### config.mk
export PLATFORM = sky130hd
export DESIGN_NAME = irq_status_unit
export DESIGN_NICKNAME = d
export VERILOG_FILES = /design/src/rtl/ivu_pkg.sv /design/src/rtl/ivu_decode.sv /design/src/rtl/ivu_ctrl.sv /design/src/rtl/ivu_vector.sv /design/src/rtl/ivu_status.sv /design/src/rtl/irq_status_unit.sv
export SDC_FILE = /design/constraint.sdc
export NUM_CORES = 1
export LEC_CHECK = 0
export BUFFER_PORTS_ARGS = -buffer_cell sky130_fd_sc_hd__buf_2
export CORE_ASPECT_RATIO = 1.75
export CORE_MARGIN = 10
export CORE_UTILIZATION = 45
export DETAILED_ROUTE_END_ITERATION = 16
export GPL_ROUTABILITY_DRIVEN = 1
export GPL_TIMING_DRIVEN = 0
export PLACE_DENSITY = 0.78
export SLEW_MARGIN = 20
export SYNTH_ARGS = -nofsm -noshare
export SYNTH_HDL_FRONTEND = slang
export SYNTH_SLANG_ARGS = --single-unit
### constraint.sdc
create_clock -name clk -period 2.3 [get_ports clk]
set_input_delay 0.46 -clock clk [delete_from_list [all_inputs] [get_ports clk]]
set_output_delay 0.46 -clock clk [all_outputs]
set_load 0.005 [all_outputs]
### src/rtl/ivu_pkg.sv
package ivu_pkg;
  localparam int ST_W   = 16;
  localparam int EN_W   = 6;
  localparam int SEL_W  = 3;

  typedef enum logic [SEL_W-1:0] {
    SEL_STATUS = 3'd0,
    SEL_ENABLE = 3'd1,
    SEL_VECTOR = 3'd2,
    SEL_DMA    = 3'd3,
    SEL_TEST   = 3'd4
  } reg_sel_e;

  localparam int B_RRDY = 3;
  localparam int B_XRDY = 4;
  localparam int B_BUSY = 12;

  localparam logic [ST_W-1:0] SW_CLR_MASK = 16'h0027;
  localparam logic [ST_W-1:0] DMA_KEEP    = 16'h8080;
  localparam int DMA_RX_BIT  = 15;
  localparam int DMA_TX_BIT  = 7;
  localparam int FORCE_BIT   = 11;
endpackage

### src/rtl/ivu_decode.sv
module ivu_decode
  import ivu_pkg::*;
(
  input  logic             wr_en,
  input  logic             rd_en,
  input  logic [SEL_W-1:0] addr,
  output logic             wr_stat,
  output logic             wr_mask,
  output logic             wr_dma,
  output logic             wr_test,
  output logic             rd_vec
);
  always_comb begin
    wr_stat = wr_en && (addr == SEL_STATUS);
    wr_mask = wr_en && (addr == SEL_ENABLE);
    wr_dma  = wr_en && (addr == SEL_DMA);
    wr_test = wr_en && (addr == SEL_TEST);
    rd_vec  = rd_en && (addr == SEL_VECTOR);
  end
endmodule

### src/rtl/ivu_ctrl.sv
module ivu_ctrl
  import ivu_pkg::*;
#(
  parameter bit NEWER_VARIANT = 1'b1
) (
  input  logic            clk,
  input  logic            rst,
  input  logic            wr_mask,
  input  logic            wr_dma,
  input  logic [ST_W-1:0] wdata,
  output logic [EN_W-1:0] mask_q,
  output logic [ST_W-1:0] dma_q
);
  localparam logic [EN_W-1:0] MASK_KEEP = NEWER_VARIANT ? 6'h3F : 6'h1F;

  always_ff @(posedge clk) begin
    if (rst) begin
      mask_q <= '0;
      dma_q  <= '0;
    end else if (wr_mask) begin
      mask_q <= wdata[EN_W-1:0] & MASK_KEEP;
    end else if (wr_dma) begin
      dma_q <= wdata & DMA_KEEP;
      if (wdata[DMA_RX_BIT]) mask_q[B_RRDY] <= 1'b0;
      if (wdata[DMA_TX_BIT]) mask_q[B_XRDY] <= 1'b0;
    end
  end

  p_rx_dma_drops_ie_r8: assert property (@(posedge clk) disable iff (rst)
    (wr_dma && wdata[DMA_RX_BIT]) |=> !mask_q[B_RRDY])
    else $error("rx dma enable left ready-receive enable on");
  p_tx_dma_drops_ie_r8: assert property (@(posedge clk) disable iff (rst)
    (wr_dma && wdata[DMA_TX_BIT]) |=> !mask_q[B_XRDY])
    else $error("tx dma enable left ready-transmit enable on");

  generate
    if (!NEWER_VARIANT) begin : g_old_chk
      p_old_mask_width_r9: assert property (@(posedge clk) disable iff (rst)
        !mask_q[EN_W-1])
        else $error("older variant holds mask bit 5");
    end
  endgenerate
endmodule

### src/rtl/ivu_vector.sv
module ivu_vector
  import ivu_pkg::*;
(
  input  logic            clk,
  input  logic            rst,
  input  logic            rd_vec,
  input  logic [ST_W-1:0] stat_q,
  input  logic [EN_W-1:0] mask_q,
  output logic [ST_W-1:0] vec_code,
  output logic [ST_W-1:0] vec_clr
);
  localparam int IDX_W = $clog2(EN_W + 1);

  logic [EN_W-1:0]  pend;
  logic [IDX_W-1:0] idx;
  logic             hit;

  always_comb begin
    pend = stat_q[EN_W-1:0] & mask_q;
    idx  = '0;
    hit  = 1'b0;
    for (int i = EN_W - 1; i >= 0; i--) begin
      if (pend[i]) begin
        idx = IDX_W'(i);
        hit = 1'b1;
      end
    end
    vec_code = hit ? ST_W'(idx) + ST_W'(1) : '0;
    vec_clr  = '0;
    if (hit && rd_vec) vec_clr[idx] = 1'b1;
  end

  p_one_clear_r3: assert property (@(posedge clk) disable iff (rst)
    $onehot0(vec_clr))
    else $error("vector read clears more than one flag");
  p_code_range_r3: assert property (@(posedge clk) disable iff (rst)
    rd_vec |-> (vec_code <= ST_W'(EN_W)))
    else $error("vector code out of range");
  p_idle_no_clear_r4: assert property (@(posedge clk) disable iff (rst)
    (rd_vec && (pend == '0)) |-> (vec_clr == '0))
    else $error("empty vector read clears a flag");
endmodule

### src/rtl/ivu_status.sv
module ivu_status
  import ivu_pkg::*;
#(
  parameter bit NEWER_VARIANT = 1'b1
) (
  input  logic            clk,
  input  logic            rst,
  input  logic [ST_W-1:0] evt_set,
  input  logic            wr_stat,
  input  logic            wr_test,
  input  logic [ST_W-1:0] wdata,
  input  logic [ST_W-1:0] vec_clr,
  output logic [ST_W-1:0] stat_q
);
  localparam logic [ST_W-1:0] STORE_MASK = ~(ST_W'(1) << B_BUSY);

  logic            force_low;
  logic [ST_W-1:0] stat_d;

  generate
    if (NEWER_VARIANT) begin : g_force
      assign force_low = wr_test && wdata[FORCE_BIT];
    end else begin : g_noforce
      assign force_low = 1'b0;
    end
  endgenerate

  always_comb begin
    stat_d = stat_q;
    if (wr_stat) stat_d = stat_d & ~(wdata & SW_CLR_MASK);
    stat_d = stat_d & ~vec_clr;
    if (force_low) stat_d[EN_W-1:0] = '1;
    stat_d = (stat_d | evt_set) & STORE_MASK;
  end

  always_ff @(posedge clk) begin
    if (rst) stat_q <= '0;
    else     stat_q <= stat_d;
  end

  generate
    for (genvar b = 0; b < ST_W; b++) begin : g_chk
      if (b != B_BUSY) begin : g_bit
        p_set_wins_r6: assert property (@(posedge clk) disable iff (rst)
          evt_set[b] |=> stat_q[b])
          else $error("set pulse lost on bit %0d", b);
      end
    end
  endgenerate

  p_rrdy_sw_keep_r5: assert property (@(posedge clk) disable iff (rst)
    (stat_q[B_RRDY] && !vec_clr[B_RRDY]) |=> stat_q[B_RRDY])
    else $error("receive-ready cleared by software write");
  p_xrdy_sw_keep_r5: assert property (@(posedge clk) disable iff (rst)
    (stat_q[B_XRDY] && !vec_clr[B_XRDY]) |=> stat_q[B_XRDY])
    else $error("transmit-ready cleared by software write");
  p_busy_unstored_r11: assert property (@(posedge clk) disable iff (rst)
    !stat_q[B_BUSY])
    else $error("busy bit stored");
endmodule

### src/rtl/irq_status_unit.sv
module irq_status_unit
  import ivu_pkg::*;
#(
  parameter bit NEWER_VARIANT = 1'b1
) (
  input  logic             clk,
  input  logic             rst,
  input  logic             wr_en,
  input  logic             rd_en,
  input  logic [SEL_W-1:0] addr,
  input  logic [ST_W-1:0]  wdata,
  output logic [ST_W-1:0]  rdata,
  input  logic [ST_W-1:0]  evt_set,
  input  logic             bus_busy,
  output logic             irq,
  output logic             dma_rx_req,
  output logic             dma_tx_req
);
  logic            wr_stat, wr_mask, wr_dma, wr_test, rd_vec;
  logic [EN_W-1:0] mask_q;
  logic [ST_W-1:0] dma_q, stat_q, vec_code, vec_clr;

  ivu_decode u_dec (
    .wr_en(wr_en), .rd_en(rd_en), .addr(addr),
    .wr_stat(wr_stat), .wr_mask(wr_mask), .wr_dma(wr_dma),
    .wr_test(wr_test), .rd_vec(rd_vec)
  );

  ivu_ctrl #(.NEWER_VARIANT(NEWER_VARIANT)) u_ctrl (
    .clk(clk), .rst(rst), .wr_mask(wr_mask), .wr_dma(wr_dma),
    .wdata(wdata), .mask_q(mask_q), .dma_q(dma_q)
  );

  ivu_vector u_vec (
    .clk(clk), .rst(rst), .rd_vec(rd_vec), .stat_q(stat_q),
    .mask_q(mask_q), .vec_code(vec_code), .vec_clr(vec_clr)
  );

  ivu_status #(.NEWER_VARIANT(NEWER_VARIANT)) u_stat (
    .clk(clk), .rst(rst), .evt_set(evt_set), .wr_stat(wr_stat),
    .wr_test(wr_test), .wdata(wdata), .vec_clr(vec_clr), .stat_q(stat_q)
  );

  assign irq        = |(stat_q[EN_W-1:0] & mask_q);
  assign dma_rx_req = dma_q[DMA_RX_BIT] & stat_q[B_RRDY];
  assign dma_tx_req = dma_q[DMA_TX_BIT] & stat_q[B_XRDY];

  always_comb begin
    rdata = '0;
    if (rd_en) begin
      unique case (addr)
        SEL_STATUS: begin
          rdata = stat_q;
          rdata[B_BUSY] = bus_busy;
        end
        SEL_ENABLE: rdata = ST_W'(mask_q);
        SEL_VECTOR: rdata = vec_code;
        SEL_DMA:    rdata = dma_q;
        default:    rdata = '0;
      endcase
    end
  end

  p_irq_needs_enable_r1: assert property (@(posedge clk) disable iff (rst)
    irq |-> (mask_q != '0))
    else $error("interrupt with empty mask");
  p_rx_req_needs_flag_r7: assert property (@(posedge clk) disable iff (rst)
    dma_rx_req |-> (stat_q[B_RRDY] && dma_q[DMA_RX_BIT]))
    else $error("rx request without ready flag");
  p_tx_req_needs_flag_r7: assert property (@(posedge clk) disable iff (rst)
    dma_tx_req |-> (stat_q[B_XRDY] && dma_q[DMA_TX_BIT]))
    else $error("tx request without ready flag");
endmodule

==> out/metrics.csv, run 1 <==
metric;value;unit
clock_path_buffers;2;
dp_hpwl;2990;um
die_x;59.2;um
drc;0;
period_minus_slack;2270;ps
seq_area;468;um2
min_path_type;input port to flip-flop;
cp-end-kind;primary output;
min_path_cells;3;
grt_util_all_layers;14.4;%
synth.distinct_cells;36;
grt_max_degree;14;
std_cell_rows;24;
slowest_stage;dfxtp_4;
cts_max_level;1;
nFillCells;240;
gp_congestion;0.804;
final_cell_mix;buf_2 (51), nor2_1 (29), nand2_1 (26), dfxtp_1 (21);
finalClockSkew;6.31;ps
dr_total_vias;1306;
leakage;0.000752;uW
synth_area;1210;um2
hold_buffers;0;
grt_pass1_wl;6160;um
viasPerCell;5.53;
synth_ff_type;dfxtp_1;
critPathMaxFanout;5;
grt_pass1_vias;1392;
reg2reg_slack;790;ps
clock-sinks;23;
status;complete, no violations;
r2r-end;u_stat.stat_q[4];
dpl_cell_area;1490;um2
max_stage_delay;380;ps
clk_pin_slew_worst_paths;80;ps
worst_slack;33.9;ps
p_per_area;503;nW/um2
rr_worst_depth;5;
numCtsBuffers;3;
die_height;88.6;um
dieArea;5250;um2
critPathRequiredTime;1840;ps
async_reset_ff_share;0;%
root_buffer;clkbuf_8;
tightest_slew;479;ps
finalSetupViolCount;0;
max_freq;441;MHz
hold_violations;0;
yosysWarnings;0;
synth_seq_area_share;38.0;%
antenna_found_initial;0;
drive_gt1_share;33.8;%
drtAntennaViolNets;0;
fin_nets;252;
worstHoldStart;evt_set[11];
drt_iter0_drc;20;
portBuffers;50;
yosysTopAreaCell;dfxtp_1;
ios;59;
synth_top_area_share;38.0;%
post-route-period-util;98.5;%
routedWlPerCell;15.7;um
synth_seq_cells;23;
crit_chain;nand2_4 -> a32o_2 -> a31oi_4 -> ha_2 -> nand3_1 -> o21ai_0 -> buf_2;
synthTopCellsByArea;dfxtp_1 (38%), nor2_1 (9.0%), nand2_1 (8.1%);
r2r-start;u_stat.stat_q[2];
insertedDiodeCount;0;
final_common_cell;buf_2;
hold_end;u_stat.stat_q[11];
multi_input_area;729;um2
pre_cts_slack;178;ps
syn_nets;193;
synthCells;152;
timing.hold.ws;399;ps
setup.worst_path.start_class;flip-flop;
overflow;0;
syn2layout_area_growth;31.4;%
cts_tree;done;
syn_avg_cell_area;7.97;um2
synth_edf_count;0;
clk_latency;260;ps
peakVddDrop;407;uV
start_util;48.0;%
core_area;2520;um2
max_slew_margin;68.0;%
stdcell_area;1590;um2
drt-pass1-iter-count;4;
worstSetupPathType;flip-flop to primary output;
final_max_slew_viol_count;0;
drv_cap;0;
wl;3700;um
cp.arrival;1810;ps
==> flip-flops by register name (all words and copies together) (netlist names) <==
register       cells
u_ctrl.dma_q       2
u_ctrl.mask_q      6
u_stat.stat_q     15
==> routing by layer <==
| layer | up-vias | GRT usage, % | routed length, um |
|---|---|---|---|
| met3 | 12 | 3.87 | 209 |
| met2 | 49 | 27.4 | 2010 |
| met1 | 595 | 13.5 | 1380 |
| met4 | 0 | 6.08 | 95 |
| met5 | - | 0 | 0 |
| li1 | 650 | - | - |
==> layout make-up <==
type | count | share of cell area (%)
Sequential cell | 23 | 29.4
Clock buffer | 3 | 2.59
Tap cell | 26 | 2.04
Multi-Input combinational cell | 122 | 45.8
Timing Repair Buffer | 54 | 17.6
Buffer | 5 | 1.73
Clock inverter | 1 | 0.314
Inverter | 2 | 0.472
==> report_power, final <==
group / switching [uW] / total, uW / internal, uW
Clock: 128 / 249 / 121
Sequential: 19.3 / 438 / 419
Combinational: 57.4 / 113 / 55.7
==> cell usage after synthesis, types with 2 or more instances <==
library cell,number
nand3_1,7
a211oi_1,3
inv_1,2
a22oi_1,3
clkbuf_1,3
nand2_1,26
nor2_1,29
o22ai_1,2
dfxtp_1,23
nand4b_1,3
and2_1,10
a21oi_1,10
a311oi_1,3
mux2i_1,6
==> per-stage QoR <==
stage / instances / utilization, % / setup TNS [ps] / power (uW)
3_5_place_dp: 228 / 59.2 / 0 / 556
3_3_place_gp: 228 / 59.2 / 0 / 551
6_report: 236 / 63.1 / 0 / 800
4_1_cts: 233 / 61.5 / 0 / 802
2_1_floorplan: 152 / - / 0 / 499
5_1_grt: 236 / 63.1 / -65.6 / 841
==> cells by family after synthesis <==
kind of cell | count (synthesis) | share of synthesized area, %
AOI/OAI and AO/OA | 28 | 17.1
buffers and inverters | 7 | 2.89
muxes | 6 | 4.96
DFF | 23 | 38.0
and+or+nand+nor | 86 | 35.2
xor gates and xnor gates | 1 | 0.723
adders and majority gates | 1 | 1.03
==> worst max-delay path by stage <==
stage                     start   endpoint  slack [ps]  cells past startpoint
2_1_floorplan  u_ctrl.mask_q[1]   rdata[1]         490                      6
3_3_place_gp            addr[2]  rdata[10]         260                      6
3_5_place_dp   u_ctrl.mask_q[1]   rdata[2]         180                      7
4_1_cts        u_ctrl.mask_q[1]   rdata[2]          20                      7
5_1_grt        u_ctrl.mask_q[1]   rdata[1]         -60                      7
6_report       u_ctrl.mask_q[1]   rdata[1]          30                      7
==> what timing repair did <==
item,CTS,global route
setup endpoints to repair,2,2
pin swaps,0,4
gates resized for setup,2,6
setup buffers,1,3
==> critical path, delay by kind of cell, from the launching register on <==
kind / cells / cell delay, ps
adder cells (fa/ha/maj): 1 / 290
AND/OR/NAND/NOR: 2 / 160
buffers and inverters: 1 / 160
AO/OA/AOI/OAI: 3 / 550
flip-flops: 1 / 380
(Power assumes the default switching activity.)
==> inputs of run 2 (changes only) <==
CORE_ASPECT_RATIO = unset   (was 1.75)
CORE_MARGIN = 1   (was 10)
==> run 2 against run 1 <==
  * Combinational power about the same
  * Maximum frequency rose by 2.1%
  * Hold slack worse by 53 ps
  * Setup slack gained 47 ps
  * Cell area is 1.9% lower
  * Non-clock buffer count fell by 2
  * Via count decreased by 1.8%
  * Sequential share of layout area grew 0.57 points
  * Critical path depth did not move
  * Die area down 45%
  * Largest power group unchanged
  * Flip-flop and latch count stayed put
==> out/metrics.csv, run 2 (synthesized netlist as in run 1, its figures left out) <==
metric;value;unit
status;complete, no violations;
fin_nets;250;
critPathMaxFanout;5;
largestRegisters;u_stat.stat_q (15), u_ctrl.mask_q (6), u_ctrl.dma_q (2);
p_per_area;472;nW/um2
clk_latency;310;ps
portBuffers;50;
drt_iter0_drc;18;
viasPerCell;5.39;
die_height;53.9;um
insertedDiodeCount;0;
routedWlPerCell;12.9;um
drc;0;
gp_congestion;0.918;
min_path_type;input port to flip-flop;
cts_max_level;1;
reg2reg_slack;920;ps
drtAntennaViolNets;0;
final_max_slew_viol_count;0;
die_x;53.9;um
numCtsBuffers;3;
core_area;2500;um2
peakVddDrop;320;uV
dieArea;2900;um2
final_common_cell;buf_2;
leakage;0.000732;uW
grt_util_all_layers;21.5;%
drv_cap;0;
dp_hpwl;2330;um
cp.arrival;1760;ps
min_path_cells;3;
clock-sinks;23;
ios;59;
period_minus_slack;2220;ps
worst_slack;81.3;ps
antenna_found_initial;0;
clock_path_buffers;2;
grt_pass1_vias;1079;
setup.worst_path.start_class;flip-flop;
finalClockSkew;7.60;ps
dr_total_vias;1282;
std_cell_rows;18;
r2r-start;u_stat.stat_q[1];
worstSetupPathType;flip-flop to primary output;
overflow;0;
final_core_util;62.5;%
worstHoldStart;evt_set[14];
grt_pass1_wl;4550;um
tightest_slew;469;ps
critPathRequiredTime;1840;ps
finalSetupViolCount;0;
drt-pass1-iter-count;4;
syn2layout_area_growth;28.9;%
hold_end;u_stat.stat_q[14];
drive_gt1_share;32.7;%
rr_worst_depth;5;
cp-end-kind;primary output;
grt_max_degree;13;
regMostFlops;u_stat.stat_q;
max_freq;451;MHz
largest_register_ffs;15;
wl;3080;um
clk_pin_slew_worst_paths;130;ps
final_cell_mix;buf_2 (51), nor2_1 (29), nand2_1 (26), dfxtp_1 (21);
root_buffer;clkbuf_4;
start_util;48.4;%
r2r-end;u_stat.stat_q[4];
pre_cts_slack;171;ps
max_slew_margin;68.7;%
post-route-period-util;96.5;%
cts_tree;done;
finalSetupTns;0;ps
hold_violations;0;
-- run 2: changes by cell type in the layout (fill, tap and decap cells not counted) --
cell	before	now
clkbuf_8	3	0
o21ai_0	1	0
clkinv_2	1	0
o21ai_1	0	1
buf_4	4	2
clkbuf_1	3	4
clkbuf_4	0	3
-- run 2: worst max-delay path: stages (launching register included) --
cell and delay (ps):
dfxtp_4 390, nand2_4 80, a32o_2 270, a31oi_4 170, ha_2 200, xor2_1 140, o22ai_1 80, buf_2 130
-- run 2: through the flow --
step | total power (uW) | instance area (um2) | hold slack [ps] | std cells
final | 737 | 1560 | 347 | 238
after global routing | 777 | 1560 | 329 | 238
after CTS | 742 | 1540 | 341 | 237
after detailed placement | 555 | 1500 | 456 | 232
after global placement | 550 | 1500 | 440 | 232
after floorplan | 499 | 1210 | 430 | 152
-- run 2: where the power goes --
group	internal, uW	switching [uW]	total (uW)
Clock	67.6	119	187
Combinational	53.6	56.6	110
Sequential	419	20.3	440
-- run 2: layout make-up --
class,instances,area (um2)
Fill cell,222,938
Multi-Input combinational cell,122,729
Sequential cell,23,468
Timing Repair Buffer,52,265
Tap cell,30,37.5
Buffer,5,27.5
Clock buffer,4,26.3
Inverter,2,7.51
-- run 2: how the worst max path moves through the flow --
stage | from | end | slack, ps | depth (start not counted)
after floorplan | u_ctrl.mask_q[1] | rdata[1] | 490 | 6
after global placement | u_ctrl.mask_q[1] | rdata[2] | 250 | 7
after detailed placement | addr[1] | rdata[13] | 170 | 6
after CTS | u_ctrl.mask_q[1] | rdata[2] | 10 | 7
after global routing | u_ctrl.mask_q[1] | rdata[1] | -8 | 7
final | u_stat.stat_q[1] | rdata[2] | 80 | 7
-- run 2: metal layers --
layer / vias to the layer above / wire, um / global-route usage (%)
met4: 0 / 19 / 5.70
met1: 573 / 1390 / 29.2
met2: 56 / 1440 / 35.8
met3: 2 / 219 / 2.54
li1: 651 / - / -
met5: - / 0 / 0
-- run 2: timing repair --
action | in CTS | in global routing
hold buffers | 0 | 0
setup endpoints to repair | 2 | 2
gates resized for setup | 3 | 6
endpoints found under the hold margin | 0 | 0
pin swaps | 0 | 1
setup buffers | 1 | 1
==> inputs of run 3 (changes only) <==
CORE_ASPECT_RATIO = 0.75   (was unset)
CORE_UTILIZATION = 49   (was 45)
PLACE_DENSITY = 0.84   (was 0.78)
RECOVER_POWER = 25   (was unset)
clock period = 2.7 ns   (was 2.3 ns; I/O delays follow)
==> run 3 against run 2 <==
  * Clock skew shrank 1.8 ps
  * Via count grew 3.7%
  * Largest power group unchanged
  * Critical path depth is the same
==> out/metrics.csv, run 3 (synthesized netlist as in run 1, its figures left out) <==
metric;value;unit
status;complete, no violations;
place_inst;236;
cp-end-kind;primary output;
period_minus_slack;2520;ps
drive_gt1_share;29.1;%
wl;3150;um
overflow;0;
rsz0062_at_grt;false;
final_cell_mix;buf_2 (49), nor2_1 (29), nand2_1 (26), dfxtp_1 (23);
dpl_cell_area;1500;um2
cp_top_family;compound AO/OA/AOI/OAI gates;
drt_iter0_drc;70;
largest_register_ffs;15;
syn2layout_area_growth;26.2;%
fin_nets;248;
final_common_cell;buf_2;
max_slew_margin;59.3;%
gp_congestion;0.884;
ios;59;
cts_tree;done;
clk_pin_slew_worst_paths;130;ps
die_height;45.1;um
grt_util_all_layers;23.8;%
dp_hpwl;2510;um
finalSetupTns;0;ps
start_util;52.5;%
worstSetupPathType;flip-flop to primary output;
crit_buf_inv;1;
grt_pass1_vias;1077;
critPathRequiredTime;2160;ps
setup.worst_path.start_class;flip-flop;
core_area;2310;um2
nFillCells;205;
clk_latency;310;ps
finalClockSkew;5.80;ps
drt-pass1-iter-count;4;
finalSetupViolCount;0;
tightest_slew;610;ps
routedWlPerCell;13.1;um
final_core_util;66.2;%
dr_total_vias;1330;
post-route-period-util;93.4;%
regMostFlops;u_stat.stat_q;
grt_pass1_wl;4710;um
largestRegisters;u_stat.stat_q (15), u_ctrl.mask_q (6), u_ctrl.dma_q (2);
hold_buffers;0;
hold_violations;0;
stdcell_area;1530;um2
max_stage_delay;440;ps
drv_cap;0;
portBuffers;50;
antenna_found_initial;0;
slowest_stage;dfxtp_1;
crit_chain;nand2_2 -> a32o_1 -> a31oi_4 -> ha_1 -> xor2_1 -> o22ai_1 -> buf_2;
grt_max_degree;14;
max_freq;396;MHz
final_max_slew_viol_count;0;
cp.arrival;1980;ps
clock_path_buffers;2;
post_cts_buffers;0;
die_x;59.4;um
ctsResizeCount;0;
p_per_area;409;nW/um2
worst_slack;178;ps
critPathMaxFanout;5;
cts_max_level;1;
final_cell_count_no_fill;240;
std_cell_rows;15;
leakage;0.000703;uW
clock-sinks;23;
numCtsBuffers;3;
pre_cts_slack;458;ps
root_buffer;clkbuf_4;
peakVddDrop;295;uV
viasPerCell;5.54;
min_path_type;input port to flip-flop;
drtAntennaViolNets;0;
drc;0;
dieArea;2680;um2
insertedDiodeCount;0;
## run 3: cell count changes in the layout (fill, tap and decap cells not counted), moves of 2 or more
cell | previous run | this run
buf_4 | 2 | 0
buf_2 | 51 | 49
dfxtp_1 | 21 | 23
dfxtp_4 | 2 | 0
## run 3: through the flow
step / power, uW / hold slack [ps]
floorplan: 425 / 430
global placement: 468 / 442
detailed placement: 474 / 448
CTS: 627 / 422
global route: 653 / 427
finish: 625 / 423
## run 3: layout make-up
class / instances / area [um2] / share of cell area, %
multi-input combinational: 122 / 716 / 46.8
sequential: 23 / 460 / 30.1
timing repair buffer: 50 / 249 / 16.3
tap: 34 / 42.5 / 2.78
buffer: 5 / 26.3 / 1.72
clock buffer: 3 / 22.5 / 1.47
inverter: 2 / 7.51 / 0.491
clock inverter: 1 / 5.00 / 0.327
## run 3: final timing paths
kind              slack (ps)              start  depth (start not counted)           endpoint
setup reg to reg        1310   u_stat.stat_q[3]                          3   u_stat.stat_q[4]
hold / removal           420        evt_set[13]                          3  u_stat.stat_q[13]
hold reg to reg          480  u_stat.stat_q[13]                          2  u_stat.stat_q[13]
setup / recovery         180   u_ctrl.mask_q[1]                          7           rdata[2]
## run 3: worst register-to-register path, cell delays in order, from the launching register on
cell and delay [ps]:
dfxtp_1 390, a22oi_1 390, nand4_1 180, o41a_1 330
## run 3: layer usage
layer	vias up	track usage (%)	wire length [um]
li1	645	-	-
met1	627	31.4	1340
met2	56	38.4	1510
met3	2	8.02	287
met4	0	4.29	17
met5	-	0	0
## run 3: power breakdown
group,internal [uW],switching [uW]
combinational,44.2,47.4
sequential,358,16.5
clock,55.3,103
total,458,167
